[src/rtl/vcom_pkg.sv]
package vcom_pkg;
  localparam logic [1:0] ADDR_CODE = 2'd0;
  localparam logic [1:0] ADDR_CTRL = 2'd1;
  localparam logic [1:0] ADDR_CLR  = 2'd2;
  localparam int CTL_ACQ = 0;
  localparam int CTL_AVG = 1;  // two bits
  localparam int CTL_HIZ = 3;
  localparam int CTL_NVM = 4;
  localparam int FLG_DONE  = 0;
  localparam int FLG_FAULT = 1;
  localparam int FLG_NVM   = 2;
  localparam int NFLG      = 3;
endpackage

[src/rtl/vcom_avg.sv]
module vcom_avg #(
  parameter int CODE_W = 9,
  parameter int AVG_W  = 2
) (
  input  logic              clk_i,
  input  logic              rst_ni,
  input  logic              start_i,
  input  logic [AVG_W-1:0]  avg_i,
  input  logic              abort_i,
  input  logic              smp_valid_i,
  input  logic [CODE_W-1:0] smp_data_i,
  output logic              busy_o,
  output logic              fin_o,
  output logic [CODE_W-1:0] res_o
);
  localparam int MAX_SH = (1 << AVG_W) - 1;
  localparam int SUM_W  = CODE_W + MAX_SH;
  localparam int CNT_W  = (MAX_SH > 0) ? MAX_SH : 1;

  logic              busy_q;
  logic [AVG_W-1:0]  sh_q;
  logic [CNT_W-1:0]  cnt_q, last_idx;
  logic [SUM_W-1:0]  acc_q, acc_nxt;
  logic              take;

  assign last_idx = CNT_W'((1 << sh_q) - 1);
  assign take     = busy_q & smp_valid_i & ~abort_i;
  assign acc_nxt  = acc_q + SUM_W'(smp_data_i);
  assign fin_o    = take & (cnt_q == last_idx);
  assign res_o    = acc_nxt[sh_q +: CODE_W];
  assign busy_o   = busy_q;

  always_ff @(posedge clk_i or negedge rst_ni) begin
    if (!rst_ni) begin
      busy_q <= 1'b0;
      sh_q   <= '0;
      cnt_q  <= '0;
      acc_q  <= '0;
    end else if (abort_i) begin
      busy_q <= 1'b0;
    end else if (start_i && !busy_q) begin
      busy_q <= 1'b1;
      sh_q   <= avg_i;
      cnt_q  <= '0;
      acc_q  <= '0;
    end else if (take) begin
      acc_q <= acc_nxt;
      cnt_q <= cnt_q + 1'b1;
      if (fin_o) busy_q <= 1'b0;
    end
  end
endmodule

[src/rtl/vcom_nvm_budget.sv]
module vcom_nvm_budget #(
  parameter int CODE_W  = 9,
  parameter int NVM_MAX = 100,
  localparam int CNT_W  = $clog2(NVM_MAX + 1)
) (
  input  logic              clk_i,
  input  logic              rst_ni,
  input  logic              req_i,
  input  logic [CODE_W-1:0] code_i,
  output logic              wr_o,
  output logic [CODE_W-1:0] data_o,
  output logic [CNT_W-1:0]  used_o,
  output logic              refuse_o
);
  logic avail;
  assign avail    = used_o < CNT_W'(NVM_MAX);
  assign refuse_o = req_i & ~avail;

  always_ff @(posedge clk_i or negedge rst_ni) begin
    if (!rst_ni) begin
      wr_o   <= 1'b0;
      data_o <= '0;
      used_o <= '0;
    end else begin
      wr_o <= req_i & avail;
      if (req_i && avail) begin
        data_o <= code_i;
        used_o <= used_o + 1'b1;
      end
    end
  end
endmodule

[src/rtl/vcom_irq_flags.sv]
module vcom_irq_flags #(
  parameter int NF = 3
) (
  input  logic          clk_i,
  input  logic          rst_ni,
  input  logic [NF-1:0] set_i,
  input  logic [NF-1:0] clr_i,
  output logic [NF-1:0] q_o
);
  for (genvar g = 0; g < NF; g++) begin : g_flag
    always_ff @(posedge clk_i or negedge rst_ni) begin
      if (!rst_ni)         q_o[g] <= 1'b0;
      else if (set_i[g])   q_o[g] <= 1'b1;  // set wins
      else if (clr_i[g])   q_o[g] <= 1'b0;
    end
  end
endmodule

[src/rtl/vcom_cal_ctrl.sv]
module vcom_cal_ctrl
  import vcom_pkg::*;
#(
  parameter int CODE_W          = 9,
  parameter int AVG_W           = 2,
  parameter int NVM_MAX         = 100,
  parameter logic [8:0] RST_CODE = 9'h07D,
  localparam int CNT_W          = $clog2(NVM_MAX + 1)
) (
  input  logic              clk_i,
  input  logic              rst_ni,
  input  logic              wr_en_i,
  input  logic [1:0]        wr_addr_i,
  input  logic [CODE_W-1:0] wr_data_i,
  input  logic              smp_valid_i,
  input  logic [CODE_W-1:0] smp_data_i,
  output logic              smp_req_o,
  input  logic              range_fault_i,
  output logic [CODE_W-1:0] vcom_code_o,
  output logic              hiz_o,
  output logic              drv_en_o,
  output logic              busy_o,
  output logic              irq_done_o,
  output logic              irq_fault_o,
  output logic              irq_nvm_err_o,
  output logic              nvm_wr_o,
  output logic [CODE_W-1:0] nvm_data_o,
  output logic [CNT_W-1:0]  nvm_used_o
);
  logic wr_code, wr_ctrl, wr_clr, start, fin, nvm_refuse;
  logic [CODE_W-1:0] res;
  logic [NFLG-1:0]   flg_set, flg_clr, flg_q;

  assign wr_code = wr_en_i & (wr_addr_i == ADDR_CODE);
  assign wr_ctrl = wr_en_i & (wr_addr_i == ADDR_CTRL);
  assign wr_clr  = wr_en_i & (wr_addr_i == ADDR_CLR);
  assign start   = wr_ctrl & wr_data_i[CTL_ACQ] & ~flg_q[FLG_FAULT] & ~range_fault_i;

  vcom_avg #(.CODE_W(CODE_W), .AVG_W(AVG_W)) i_avg (
    .clk_i, .rst_ni,
    .start_i     (start),
    .avg_i       (wr_data_i[CTL_AVG +: AVG_W]),
    .abort_i     (range_fault_i),
    .smp_valid_i,
    .smp_data_i,
    .busy_o,
    .fin_o       (fin),
    .res_o       (res)
  );

  vcom_nvm_budget #(.CODE_W(CODE_W), .NVM_MAX(NVM_MAX)) i_nvm (
    .clk_i, .rst_ni,
    .req_i    (wr_ctrl & wr_data_i[CTL_NVM]),
    .code_i   (vcom_code_o),
    .wr_o     (nvm_wr_o),
    .data_o   (nvm_data_o),
    .used_o   (nvm_used_o),
    .refuse_o (nvm_refuse)
  );

  always_comb begin
    flg_set            = '0;
    flg_set[FLG_DONE]  = fin;
    flg_set[FLG_FAULT] = range_fault_i;
    flg_set[FLG_NVM]   = nvm_refuse;
    flg_clr            = wr_clr ? wr_data_i[NFLG-1:0] : '0;
  end

  vcom_irq_flags #(.NF(NFLG)) i_flags (
    .clk_i, .rst_ni,
    .set_i (flg_set),
    .clr_i (flg_clr),
    .q_o   (flg_q)
  );

  always_ff @(posedge clk_i or negedge rst_ni) begin
    if (!rst_ni) begin
      vcom_code_o <= CODE_W'(RST_CODE);
      hiz_o       <= 1'b0;
    end else begin
      if (fin)                      vcom_code_o <= res;
      else if (wr_code && !busy_o)  vcom_code_o <= wr_data_i;
      if (wr_ctrl)                  hiz_o <= wr_data_i[CTL_HIZ];
    end
  end

  assign smp_req_o     = busy_o;
  assign irq_done_o    = flg_q[FLG_DONE];
  assign irq_fault_o   = flg_q[FLG_FAULT];
  assign irq_nvm_err_o = flg_q[FLG_NVM];
  assign drv_en_o      = ~flg_q[FLG_FAULT];
endmodule

[config.mk]
export PLATFORM = sky130hd
export DESIGN_NAME = vcom_cal_ctrl
export DESIGN_NICKNAME = d
export VERILOG_FILES = /design/src/rtl/vcom_pkg.sv /design/src/rtl/vcom_avg.sv /design/src/rtl/vcom_nvm_budget.sv /design/src/rtl/vcom_irq_flags.sv /design/src/rtl/vcom_cal_ctrl.sv
export SDC_FILE = /design/constraint.sdc
export NUM_CORES = 1
export LEC_CHECK = 0
export ABC_AREA = 0
export BUFFER_PORTS_ARGS = -buffer_cell sky130_fd_sc_hd__buf_2
export CORE_ASPECT_RATIO = 1.2
export CORE_UTILIZATION = 56
export CTS_BUF_LIST = sky130_fd_sc_hd__clkbuf_4
export CTS_CLUSTER_SIZE = 30
export DETAILED_ROUTE_END_ITERATION = 12
export PLACE_DENSITY = 0.81
export SYNTH_ARGS = -nofsm -noshare
export SYNTH_HDL_FRONTEND = slang
export SYNTH_SLANG_ARGS = --single-unit
[constraint.sdc]
create_clock -name clk_i -period 2.78 [get_ports clk_i]
set_input_delay 0.556 -clock clk_i [delete_from_list [all_inputs] [get_ports clk_i]]
set_output_delay 0.556 -clock clk_i [all_outputs]
set_load 0.02 [all_outputs]
==> results <==
- The run finished with clean final reports.
- The main combinational cell family by area after synthesis is compound AO/OA/AOI/OAI gates.
- STA puts the critical path data arrival time at 2.64 ns.
- The maximum count of clock buffers along a single path is 2.
- The normalized max-slew margin is 0.621.
- The mean number of vias per cell is 5.90.
- The maximum number of pins on one net before global-route repair is 25.
- After detailed routing, the average wire length per cell comes to 15.6 µm.
- 58 I/O pins were placed.
- Among all flip-flop cells after synthesis, the most frequent one is dfrtp_1.
- For the worst setup path, the data required time is 3.02 ns.
- After synthesis, the share of cell area in mux cells is 0.0577.
- The final period utilization is 0.865.
- The congestion estimate from routability-driven global placement came to 0.861.
- The via count of the first global-routing pass is 2321.
- The share of the synthesized area in the top cell type is 0.367.
- In the synthesized netlist, the number of instances is 296.
- The starting density of the core is 0.579.
- Summing over every cut layer, the via total after detailed routing is 2454.
- Counting cells, the worst reg-to-reg path comes to 8.
- The path class of the tightest hold or removal check is in -> async.
- The share of the synthesized area in compound gates (AO/OA/AOI/OAI) is 0.202.
- The setup slack of the most critical reg-to-reg path is 0.37 ns.
- Setup repair after global routing left no endpoint under its margin.
- The arithmetic-cell share of the synthesized area counting full adders, half adders and majority gates is 0.0551.
- The number of max-slew violations in the final report came to 0.
- Walking the worst path, the cells encountered are ha_1, fa_1, a211oi_2, o21ai_2, a32o_1, xor2_1, a32oi_1, o2111ai_1.
- For this run, asynchronously set or reset flops after synthesis account for 1.00.
- The non-filler instance count after layout is 416.
- Setup violations remaining at the end of the flow were counted as 0.
- The clock-pin slew reported for the worst setup and hold paths after clock tree synthesis is 0.13 ns.
- Ranked by total cell area, the synthesized netlist is headed by dfrtp_1, nand2_1, dfstp_2.
- The fraction of final layout cells with drive strength greater than 1 is 0.292.
- The worst register-to-register path ends at vcom_code_o[8]$_DFFE_PN0P_.
- The post-cts sizing count is 0.
- A synthesized cell averages 9.67 µm².
- In this run the post-CTS setup repair buffer count came out at 0.
- Once detailed placement completed, the half-perimeter wirelength came to 5020 µm.
- The routed design has 6490 µm of wire.
- The number of nets in the synthesized netlist is 333.
- Counting both buffers and inverters, the worst setup path holds a total of 0.
- The area growth from synthesis to layout is 14.4%.
- Of the synthesized area, sequential elements account for 0.422.
- For this run, the total global-route usage over all layers was measured as 0.263.
- Of the total synthesized cell area, the portion taken by XOR and XNOR cells is 0.0398.
- The instance count on the critical path is 8.
- In this run the worst path has a maximum fanout of 3.
- The number of H-tree levels is 2.
- The largest total area in the synthesized netlist belongs to dfrtp_1.
- For the pin with the worst max-slew slack, the measured transition is 0.567 ns.
- Max-cap violations in this run came to 0.
- TritonCTS built the clock tree.
- The tree built by TritonCTS fans out to 48 sinks.
- The first global-routing pass estimated 10600 µm of wire.
- Buffers placed on the I/O ports in this run total 57.
- The first detailed-routing pass ran for 4 iterations.
- For this run, the number of Yosys warnings is 0.
- The overall die width is 67.3 µm.
- In this run the power density over the cells is 523 nW/µm².
- The post-cts hold buffer count is 0.
- The critical path ends at vcom_code_o[8]$_DFFE_PN0P_.
- The endpoint class of the critical path is a register.
- The placed instance count is 408.
- In this run the remaining antenna-violating nets after routing total 0.
- The clock network latency to the later pin of the worst-skew pair is 0.36 ns.
- TritonCTS created 5 clock buffers.
- The placement-stage cell area is 3220 µm².
- The critical path starts at i_avg.acc_q[0]$_DFFE_PN0P_.
- The final-report hold violation count is 0.
- The floorplan die area is 5400 µm².
- The remaining global-route overflow is 0.
- The count of nets after finishing is 392.
- The detailed router finished its first iteration with 126 violations.
- The tree is rooted in a clkbuf_4.
- The count of flip-flops with a built-in enable after synthesis is 0.
- The category of cells accounting for the largest share of critical-path delay is compound AO/OA/AOI/OAI gates.
- The core area is 4940 µm².
- After detailed routing, the number of remaining DRC violations is 0.
- Adding up every negative setup slack in the final design gives 0 ns.
- The largest clock skew in the final design is 0.00696 ns.
- The row count is 28.
- The fmax is 416 MHz.
- The cell leakage power is 1.62 nW.
- The synthesized netlist contains 65 unique library cells.
- The reg-to-reg startpoint is i_avg.acc_q[0]$_DFFE_PN0P_.
- The final antenna diode count is 0.
- The initial antenna violation count came to 0.
- The worst path needs 2.41 ns of the cycle, external delays included.
- With fillers left out, the area of the finished cells amounts to 3270 µm².
- The post-synthesis instance area is 2860 µm².
- The number of flip-flops and latches in the synthesized netlist is 48.
- Across the VDD grid, the largest voltage drop is 0.000272 V.
- The die is 80.3 µm tall.
- The critical path is of the reg -> reg type.
- The worst setup path is launched from a register.
- The simple-gate portion of the synthesized area is 0.190.
- For this design, the slowest cell found on the critical path is fa_1.
- The biggest cell delay along the critical path is 0.43 ns.
logic make-up (layout without fill, tap and decap cells):
kind of cell	count (synthesis)	in the layout
xor+xnor	13	13
simple gates	114	114
mux	11	11
compound gates	77	77
buf+inv	21	81
fa+ha+maj	12	12
flops	48	48
area by class of cell:
type                            instances  area, µm²
Clock buffer                            7       52.6
Clock inverter                          1       3.75
Fill cell                             421       1670
Inverter                                8       30.0
Multi-Input combinational cell        227       1560
Sequential cell                        48       1210
Tap cell                               60       75.1
Timing Repair Buffer                   65        345
layer usage:
metal | track usage | up-vias | share of wire
li1 | - | 1200 | -
met1 | 0.331 | 1178 | 0.44
met2 | 0.432 | 65 | 0.50
met3 | 0.0469 | 11 | 0.043
met4 | 0.119 | 0 | 0.022
met5 | 0 | - | 0
per-stage QoR:
| step | util | hold WS (ns) | setup slack, ns | power [mW] |
|---|---|---|---|---|
| 2_1_floorplan | - | 0.260 | 0.375 | 1.21 |
| 4_1_cts | 0.663 | 0.0731 | 0.382 | 1.73 |
| 3_3_place_gp | 0.651 | 0.454 | 0.144 | 1.38 |
| 3_5_place_dp | 0.651 | 0.459 | 0.0865 | 1.40 |
| 5_1_grt | 0.663 | 0.0750 | 0.284 | 1.83 |
| 6_report | 0.663 | 0.0800 | 0.374 | 1.71 |
cells in the final DEF, fill, tap and decap left out, types with 2 or more instances in the layout:
master,netlist,layout
a211oi_1,3,3
a21o_1,6,6
a21oi_1,11,11
a31o_2,2,2
and3_1,4,4
buf_2,3,57
buf_4,2,8
clkbuf_4,1,7
clkinv_1,1,2
dfrtp_1,42,42
dfstp_2,6,6
ha_1,11,11
inv_1,5,5
inv_2,2,2
mux2_2,4,4
mux2i_1,3,3
mux4_2,4,4
nand2_1,63,63
nand3_1,5,5
nand4_1,5,5
nor2_1,14,14
nor2b_1,3,3
nor3_1,5,5
nor3_2,2,2
o211ai_1,5,5
o211ai_2,3,3
o21ai_0,14,14
o22ai_1,10,10
o31a_1,3,3
or3_1,2,2
xnor2_1,8,8
xor2_1,5,5
power breakdown:
part	total, mW	internal, mW	switching (mW)
Clock	0.330	0.117	0.213
Combinational	0.503	0.200	0.303
Sequential	0.881	0.799	0.0813
Total	1.71	1.12	0.597
how the worst min path moves through the flow:
stage	from	to	slack, ns	cells after the start
finish	rst_ni	i_nvm.used_o[6]$_DFFE_PN0P_	0.08	1
global route	rst_ni	i_nvm.used_o[6]$_DFFE_PN0P_	0.08	1
CTS	rst_ni	i_nvm.used_o[6]$_DFFE_PN0P_	0.07	1
detailed placement	i_nvm.data_o[6]$_DFFE_PN0P_	i_nvm.data_o[6]$_DFFE_PN0P_	0.46	2
global placement	i_nvm.data_o[0]$_DFFE_PN0P_	i_nvm.data_o[0]$_DFFE_PN0P_	0.45	2
floorplan	rst_ni	hiz_o$_DFFE_PN0N_	0.26	0
cells in the mapped netlist, types with 2 or more instances:
cell type	count
a21o_1	6
dfstp_2	6
o211ai_2	3
mux2_2	4
ha_1	11
inv_2	2
nor3_1	5
xnor2_1	8
a21oi_1	11
o211ai_1	5
clkbuf_1	7
nand4_1	5
xor2_1	5
nor3_2	2
o31a_1	3
buf_4	2
o21ai_0	14
buf_2	3
inv_1	5
dfrtp_1	42
nand3_1	5
mux4_2	4
mux2i_1	3
o22ai_1	10
and3_1	4
a31o_2	2
or3_1	2
nor2b_1	3
nand2_1	63
a211oi_1	3
nor2_1	14
state kept, by name, summed over array words and instances, names as in the netlist:
name / cells
hiz_o: 1
i_avg.acc_q: 12
i_avg.busy_o: 1
i_avg.cnt_q: 3
i_avg.sh_q: 2
i_flags.q_o: 3
i_nvm.data_o: 9
i_nvm.used_o: 7
i_nvm.wr_o: 1
vcom_code_o: 9
No activity file was read; power rests on OpenSTA's default activity.
